<file path="src/rtl/irqagg_pkg.sv">
package irqagg_pkg;
    typedef enum logic {
        ST_IDLE = 1'b0,
        ST_HOLD = 1'b1
    } rd_state_t;

    localparam logic [7:0] ADDR_SUMMARY = 8'h00;
    localparam logic [7:0] ADDR_MODE    = 8'h04;
    localparam logic [3:0] OFF_STAT_A   = 4'h0;
    localparam logic [3:0] OFF_STAT_B   = 4'h1;
    localparam logic [3:0] OFF_MASK_A   = 4'h2;
    localparam logic [3:0] OFF_MASK_B   = 4'h3;
endpackage

</file>
<file path="src/rtl/irqagg_rd_fsm.sv">
module irqagg_rd_fsm
    import irqagg_pkg::*;
(
    input  logic clk,
    input  logic rst_n,
    input  logic bus_rd,
    output logic freeze,
    output logic merge
);
    rd_state_t state_q, state_d;

    always_comb begin
        state_d = state_q;
        unique case (state_q)
            ST_IDLE: if (bus_rd) state_d = ST_HOLD;   // T_START
            ST_HOLD: if (!bus_rd) state_d = ST_IDLE;  // T_RELEASE, else T_EXTEND
            default: state_d = ST_IDLE;
        endcase
    end

    always_ff @(posedge clk or negedge rst_n) begin
        if (!rst_n) state_q <= ST_IDLE;
        else        state_q <= state_d;
    end

    always_comb begin
        freeze = 1'b0;
        merge  = 1'b0;
        unique case (state_q)
            ST_IDLE: freeze = bus_rd;
            ST_HOLD: begin
                freeze = 1'b1;
                merge  = !bus_rd;
            end
            default: ;
        endcase
    end

    // the hold state is only ever entered from a read strobe
    p_hold_after_read_r6: assert property (@(posedge clk) disable iff (!rst_n)
        (state_q == ST_HOLD) |-> $past(bus_rd));
endmodule

</file>
<file path="src/rtl/irqagg_channel.sv">
module irqagg_channel #(
    parameter int W = 8
) (
    input  logic         clk,
    input  logic         rst_n,
    input  logic [W-1:0] evt0,
    input  logic [W-1:0] evt1,
    input  logic         freeze,
    input  logic         merge,
    input  logic [1:0]   rd_hit,
    input  logic [1:0]   mask_we,
    input  logic [W-1:0] wdata,
    input  logic         vis,
    output logic [W-1:0] view0,
    output logic [W-1:0] view1,
    output logic [W-1:0] mask0,
    output logic [W-1:0] mask1,
    output logic         gis
);
    logic [W-1:0] stat_q [2];
    logic [W-1:0] pend_q [2];
    logic [W-1:0] mask_q [2];
    logic [W-1:0] evt_v  [2];

    assign evt_v[0] = evt0;
    assign evt_v[1] = evt1;

    for (genvar k = 0; k < 2; k++) begin : g_reg
        logic [W-1:0] capt;
        assign capt = evt_v[k] & (~mask_q[k] | {W{vis}});

        always_ff @(posedge clk or negedge rst_n) begin
            if (!rst_n) begin
                stat_q[k] <= '0;
                pend_q[k] <= '0;
                mask_q[k] <= '1;
            end else begin
                if (mask_we[k]) mask_q[k] <= wdata;
                if (rd_hit[k]) begin
                    stat_q[k] <= '0;
                    pend_q[k] <= pend_q[k] | capt;
                end else if (merge) begin
                    stat_q[k] <= stat_q[k] | pend_q[k] | capt;
                    pend_q[k] <= '0;
                end else if (freeze) begin
                    pend_q[k] <= pend_q[k] | capt;
                end else begin
                    stat_q[k] <= stat_q[k] | capt;
                end
            end
        end

        // a read leaves the register empty in the next cycle
        p_clear_on_read_r4: assert property (@(posedge clk) disable iff (!rst_n)
            rd_hit[k] |=> (stat_q[k] == '0));
        // no change while frozen unless merging
        p_frozen_status_r6: assert property (@(posedge clk) disable iff (!rst_n)
            (freeze && !merge && !rd_hit[k]) |=> $stable(stat_q[k]));
        // default mode never captures masked bits
        p_masked_no_capture_r2: assert property (@(posedge clk) disable iff (!rst_n)
            (!vis && !freeze && !mask_we[k]) |=>
                ((stat_q[k] & ~$past(stat_q[k]) & mask_q[k]) == '0));
    end

    assign mask0 = mask_q[0];
    assign mask1 = mask_q[1];
    assign view0 = vis ? stat_q[0] : (stat_q[0] & ~mask_q[0]);
    assign view1 = vis ? stat_q[1] : (stat_q[1] & ~mask_q[1]);
    assign gis   = |(stat_q[0] & ~mask_q[0]) | |(stat_q[1] & ~mask_q[1]);
endmodule

</file>
<file path="src/rtl/irq_aggregator.sv">
module irq_aggregator
    import irqagg_pkg::*;
#(
    parameter int NUM_CH = 4,
    parameter int W      = 8
) (
    input  logic                clk,
    input  logic                rst_n,
    input  logic [7:0]          bus_addr,
    input  logic                bus_rd,
    input  logic                bus_wr,
    input  logic [W-1:0]        bus_wdata,
    output logic [W-1:0]        bus_rdata,
    input  logic [NUM_CH*W-1:0] evt_a,
    input  logic [NUM_CH*W-1:0] evt_b,
    output logic                irq_n
);
    localparam int SUMW = NUM_CH;

    logic            freeze, merge;
    logic            vis_q;
    logic [SUMW-1:0] summary_q, gis;
    logic [W-1:0]    view0 [NUM_CH];
    logic [W-1:0]    view1 [NUM_CH];
    logic [W-1:0]    mask0 [NUM_CH];
    logic [W-1:0]    mask1 [NUM_CH];
    logic [W-1:0]    rd_val;
    logic [3:0]      offs;

    assign offs = bus_addr[3:0];

    irqagg_rd_fsm u_fsm (
        .clk    (clk),
        .rst_n  (rst_n),
        .bus_rd (bus_rd),
        .freeze (freeze),
        .merge  (merge)
    );

    for (genvar n = 0; n < NUM_CH; n++) begin : g_ch
        logic       hit;
        logic [1:0] rd_hit, mask_we;
        assign hit        = (bus_addr[7:4] == 4'(n + 1));
        assign rd_hit[0]  = bus_rd && hit && (offs == OFF_STAT_A);
        assign rd_hit[1]  = bus_rd && hit && (offs == OFF_STAT_B);
        assign mask_we[0] = bus_wr && !bus_rd && hit && (offs == OFF_MASK_A);
        assign mask_we[1] = bus_wr && !bus_rd && hit && (offs == OFF_MASK_B);

        irqagg_channel #(.W(W)) u_ch (
            .clk     (clk),
            .rst_n   (rst_n),
            .evt0    (evt_a[n*W +: W]),
            .evt1    (evt_b[n*W +: W]),
            .freeze  (freeze),
            .merge   (merge),
            .rd_hit  (rd_hit),
            .mask_we (mask_we),
            .wdata   (bus_wdata),
            .vis     (vis_q),
            .view0   (view0[n]),
            .view1   (view1[n]),
            .mask0   (mask0[n]),
            .mask1   (mask1[n]),
            .gis     (gis[n])
        );
    end

    always_comb begin
        rd_val = '0;
        if (bus_addr == ADDR_SUMMARY) rd_val = W'(summary_q);
        else if (bus_addr == ADDR_MODE) rd_val = W'(vis_q);
        for (int n = 0; n < NUM_CH; n++) begin
            if (bus_addr[7:4] == 4'(n + 1)) begin
                unique case (offs)
                    OFF_STAT_A: rd_val = view0[n];
                    OFF_STAT_B: rd_val = view1[n];
                    OFF_MASK_A: rd_val = mask0[n];
                    OFF_MASK_B: rd_val = mask1[n];
                    default:    rd_val = '0;
                endcase
            end
        end
    end

    always_ff @(posedge clk or negedge rst_n) begin
        if (!rst_n) begin
            vis_q     <= 1'b0;
            summary_q <= '0;
            irq_n     <= 1'b1;
            bus_rdata <= '0;
        end else begin
            if (bus_wr && !bus_rd && bus_addr == ADDR_MODE) vis_q <= bus_wdata[0];
            if (!freeze) summary_q <= gis;
            irq_n <= ~|summary_q;
            if (bus_rd) bus_rdata <= rd_val;
        end
    end

    // pin follows the summary one cycle later
    p_irq_follows_summary_r5: assert property (@(posedge clk) disable iff (!rst_n)
        1'b1 |=> (irq_n == !$past(|summary_q)));
    // summary frozen during read
    p_summary_frozen_r6: assert property (@(posedge clk) disable iff (!rst_n)
        freeze |=> $stable(summary_q));
    // a summary read leaves it unchanged
    p_summary_read_keeps_r10: assert property (@(posedge clk) disable iff (!rst_n)
        (bus_rd && bus_addr == ADDR_SUMMARY) |=> $stable(summary_q));
endmodule

</file>
<file path="config.mk">
export PLATFORM = sky130hd
export DESIGN_NAME = irq_aggregator
export DESIGN_NICKNAME = d
export VERILOG_FILES = /design/src/rtl/irqagg_pkg.sv /design/src/rtl/irqagg_rd_fsm.sv /design/src/rtl/irqagg_channel.sv /design/src/rtl/irq_aggregator.sv
export SDC_FILE = /design/constraint.sdc
export NUM_CORES = 1
export LEC_CHECK = 0
export BUFFER_PORTS_ARGS = -buffer_cell sky130_fd_sc_hd__buf_4
export CELL_PAD_IN_SITES_DETAIL_PLACEMENT = 1
export CELL_PAD_IN_SITES_GLOBAL_PLACEMENT = 1
export CORE_AREA = 2 2 158 160
export CTS_CLUSTER_DIAMETER = 50
export DETAILED_ROUTE_END_ITERATION = 7
export DIE_AREA = 0 0 160 162
export GPL_TIMING_DRIVEN = 0
export PLACE_DENSITY_LB_ADDON = 0.1
export SYNTH_ARGS = -nofsm -noshare
export SYNTH_HDL_FRONTEND = slang
export SYNTH_HIERARCHICAL = 1
export SYNTH_SLANG_ARGS = --single-unit
</file>
<file path="constraint.sdc">
create_clock -name clk -period 2.2 [get_ports clk]
set_clock_uncertainty 0.05 [all_clocks]
set_input_delay 0.33 -clock clk [delete_from_list [all_inputs] [get_ports clk]]
set_output_delay 0.33 -clock clk [all_outputs]
set_load 0.01 [all_outputs]
</file>
==> results by group <==
Route
  – Metal3 WL: 1750 um
  – DR pass1 iterations: 4
  – Antenna viol nets, final: 0
  – Metal-1 WL: 15,900 um
  – Uppermost routed layer: met4
  – Vias per cell: 5.97
  – Number of DRC markers in iteration 0: 578
  – WL per Instance: 23.1 um
  – Routed wire length: 36,300 um
  – Metal2 WL: 17,600 um
  – DRC violations left: 0
  – Via count: 9,370

Yosys
  – Post-synthesis sequential area ratio: 45.9%
  – Mean Syn Cell Area: 10.6 um^2
  – Number of synthesized register bits: 207
  – Yosys top cell area share: 31.0%
  – Post-synth EDFFs: 0
  – Unique masters post-synth: 58
  – Simple-gate share of the synthesized area: 15.6%
  – Largest family of logic cells by synthesized area: compound AO/OA/AOI/OAI gates
  – Post-synthesis mux area share: 12.4%
  – Post-Syn Area: 11,500 um^2
  – Synth Area in Adders: 0%
  – Cell taking the most area after synthesis: dfrtp_1
  – Asr flop ratio synth: 100%
  – Synth area leaders: dfrtp_1, dfstp_2, mux2_2
  – Commonest register cell after synthesis: dfrtp_1
  – Compound-Gate Fraction of Synth Area: 20.4%
  – Post-Syn Instances: 1,080
  – Post-Syn Nets: 1,164
  – Post-synthesis xor/xnor area fraction: 0%
  – Total number of yosys warnings: 6

Clocking
  – CTS Sinks: 207
  – Root Driver: clkbuf_16
  – CTS tree: done
  – Worst-skew pair later-pin latency: 0.55 ns
  – H-tree depth: 1
  – Deepest clock path buffer count: 3
  – CTS clock-pin slew for the worst setup and hold paths: 0.06 ns
  – TritonCTS Buffers: 28

Setup path
  – CP Max Fanout: 10
  – Crit. End Element: flop
  – Req. time, crit path: 2.57 ns
  – Worst path max stage delay: 0.54 ns
  – Worst Setup Path Type: flop to flop
  – Critical Path Source Type: flop
  – CP top delay family: simple AND/OR/NAND/NOR gates
  – Worst Path Arrival: 2.57 ns
  – Slowest CP cell: dfrtp_4
  – Buf/Inv on CP: 1
  – Worst-path cell chain: buf_4, nand2b_4, and2_1, mux4_2, and3_1, a21oi_2, a31oi_1

Floorplanning
  – IO Count: 93
  – Die X-Extent: 160 um
  – Initial core utilization: 47.5%
  – Core region area: 24,100 um^2
  – Full die area: 25,900 um^2
  – FP Rows: 57
  – Die Y-Extent: 162 um

Run
  – Max-cap violations: 0

Final layout
  – Fin util: 58.0%
  – Synthesis-to-finish area growth: 22.1%
  – Most common cell after layout, fill and taps aside: dfrtp_1
  – Layout cells sized above 1: 31.4%
  – Leading cell types in the layout, fill and taps excluded: dfrtp_1, a21oi_1, buf_4
  – Final cell count without fillers: 1,569
  – Fin nets: 1,306

Placement
  – Placed insts: 1,496
  – Worst slack at placement: -0.778 ns
  – Routability congestion estimate: 0.832
  – DP HPWL: 25,100 um
  – Port Buf Inserts: 91

Pwr
  – Peak supply drop: 0.506 mV
  – PwrDens: 719 nW/um^2
  – Leakage: 6.00 nW

GRT
  – Global-route wire length before repair: 57,200 um
  – GR Util All Layers: 28.1%
  – Initial antenna violation count: 1
  – Number of global-route vias before repair: 10,200
  – Largest net degree at the start of global routing: 106
  – GR Overflow Total: 0

Status
  – Outcome: finished, violations left
  – Failing checks: negative setup slack

Timing
  – Maximum clock frequency: 453 MHz
  – # setup viols final: 1
  – PnR worst setup slack: -0.00599 ns
  – RSZ-0062 raised after global routing: yes
  – Final hold vios: 0
  – Final Critical Period: 2.21 ns
  – Final Cycle Share: 100%
  – Worst-margin pin slew: 0.824 ns
  – Relative slew slack: 45.1%
  – Fin. max-slew vios: 0

Worst hold path
  – Hold Crit Class: input pin to flop
-- synthesized netlist by cell type (all sizes together), types with 2 or more instances --
cell,n
nand3b,2
a21oi,115
o31ai,4
o211ai,24
buf,32
nor2,25
inv,74
a21boi,3
nor4b,2
a22oi,8
and3,9
or3b,2
o2bb2ai,4
dfrtp,142
a221oi,4
nor4,3
nand2b,116
o2111a,16
o21bai,32
clkbuf,30
or2,6
o221ai,2
mux2i,16
a211oi,32
nand2,28
nand3,11
o22ai,38
mux4,20
dfstp,65
nor2b,16
mux2,71
a31oi,7
and2,64
nand4,4
a311oi,32
a32o,8
a32oi,4
-- area by class of cell --
type                    instances  area (um^2)
repair buffers                116          963
clock inverters                19          194
multi-input cells             737         5760
fillers                      2616        10100
diodes                          1         2.50
clock buffers                  33          739
inverters                      74          278
well taps                     324          405
flip-flops and latches        207         5270
plain buffers                  58          385
-- where the power goes --
| group | leakage [nW] | switching [mW] | internal [mW] | total [mW] |
|---|---|---|---|---|
| clock | 0.458 | 1.85 | 2.68 | 4.53 |
| combinational | 3.39 | 0.689 | 0.581 | 1.27 |
| sequential | 2.15 | 0.188 | 4.08 | 4.27 |
-- per-stage QoR --
stage          TNS (ns)  instance area [um^2]  total power, mW  hold WS [ns]
6_report       -0.00599                 14000             10.1       0.00640
3_5_place_dp     -95.28                 12600             5.51         0.391
3_3_place_gp    -218.20                 12500             5.46         0.410
2_1_floorplan         0                 11500             4.97       -0.0156
5_1_grt         -0.0794                 14000             10.4        0.0160
4_1_cts         -0.0129                 13800             10.1      0.000519
-- worst reg2reg max path: cells and delay by family, from the launching register on --
kind                   cells  cell delay, ns
AO/OA/AOI/OAI              2            0.29
multiplexers               1            0.45
buffers and inverters      1            0.20
AND/OR/NAND/NOR            3            0.55
flip-flops                 1            0.54
-- timing repair --
| item | CTS | global route |
|---|---|---|
| pin swaps | 4 | 5 |
| gates resized for setup | 15 | 52 |
| gates cloned | 0 | 0 |
| hold buffers | 20 | 0 |
| endpoints found under the setup margin | 80 | 62 |
| endpoints found under the hold margin | 86 | 0 |
| setup buffers | 4 | 0 |
-- path summary, 6_finish.rpt --
path,from,to,slack [ns],depth (start not counted)
min in group asynchronous,rst_n,g_ch[3].u_ch/pend_q[11],0.38,2
hold / removal,evt_b[7],g_ch[0].u_ch/pend_q[7],0.006,2
max in group asynchronous,rst_n,vis_q,0.69,3
hold reg to reg,summary_q[1],irq_n,0.42,1
setup reg to reg,vis_q,bus_rdata[1],-0.006,7
setup / recovery,vis_q,bus_rdata[1],-0.006,7
-- sequential cells by signal, indices dropped and copies added, names as in the netlist --
| register | flops |
|---|---|
| summary_q | 4 |
| bus_rdata | 8 |
| g_ch.u_ch/mask1 | 32 |
| g_ch.u_ch/mask0 | 32 |
| vis_q | 1 |
| g_ch.u_ch/stat_q | 64 |
| irq_n | 1 |
| u_fsm/state_q | 1 |
| g_ch.u_ch/pend_q | 64 |
-- metal layers --
layer	vias up	track usage, %
li1	4256	-
met1	4827	37.4
met2	218	46.9
met3	69	5.23
met4	0	8.72
met5	-	0
-- cells by family (layout without fill, tap and decap cells) --
| kind of cell | after synthesis | in the layout |
|---|---|---|
| other cells | 0 | 1 |
| flops | 207 | 207 |
| mux | 107 | 107 |
| simple gates | 293 | 293 |
| compound gates | 337 | 337 |
| buf+inv | 136 | 300 |
Power figures use the tool's default switching activity.
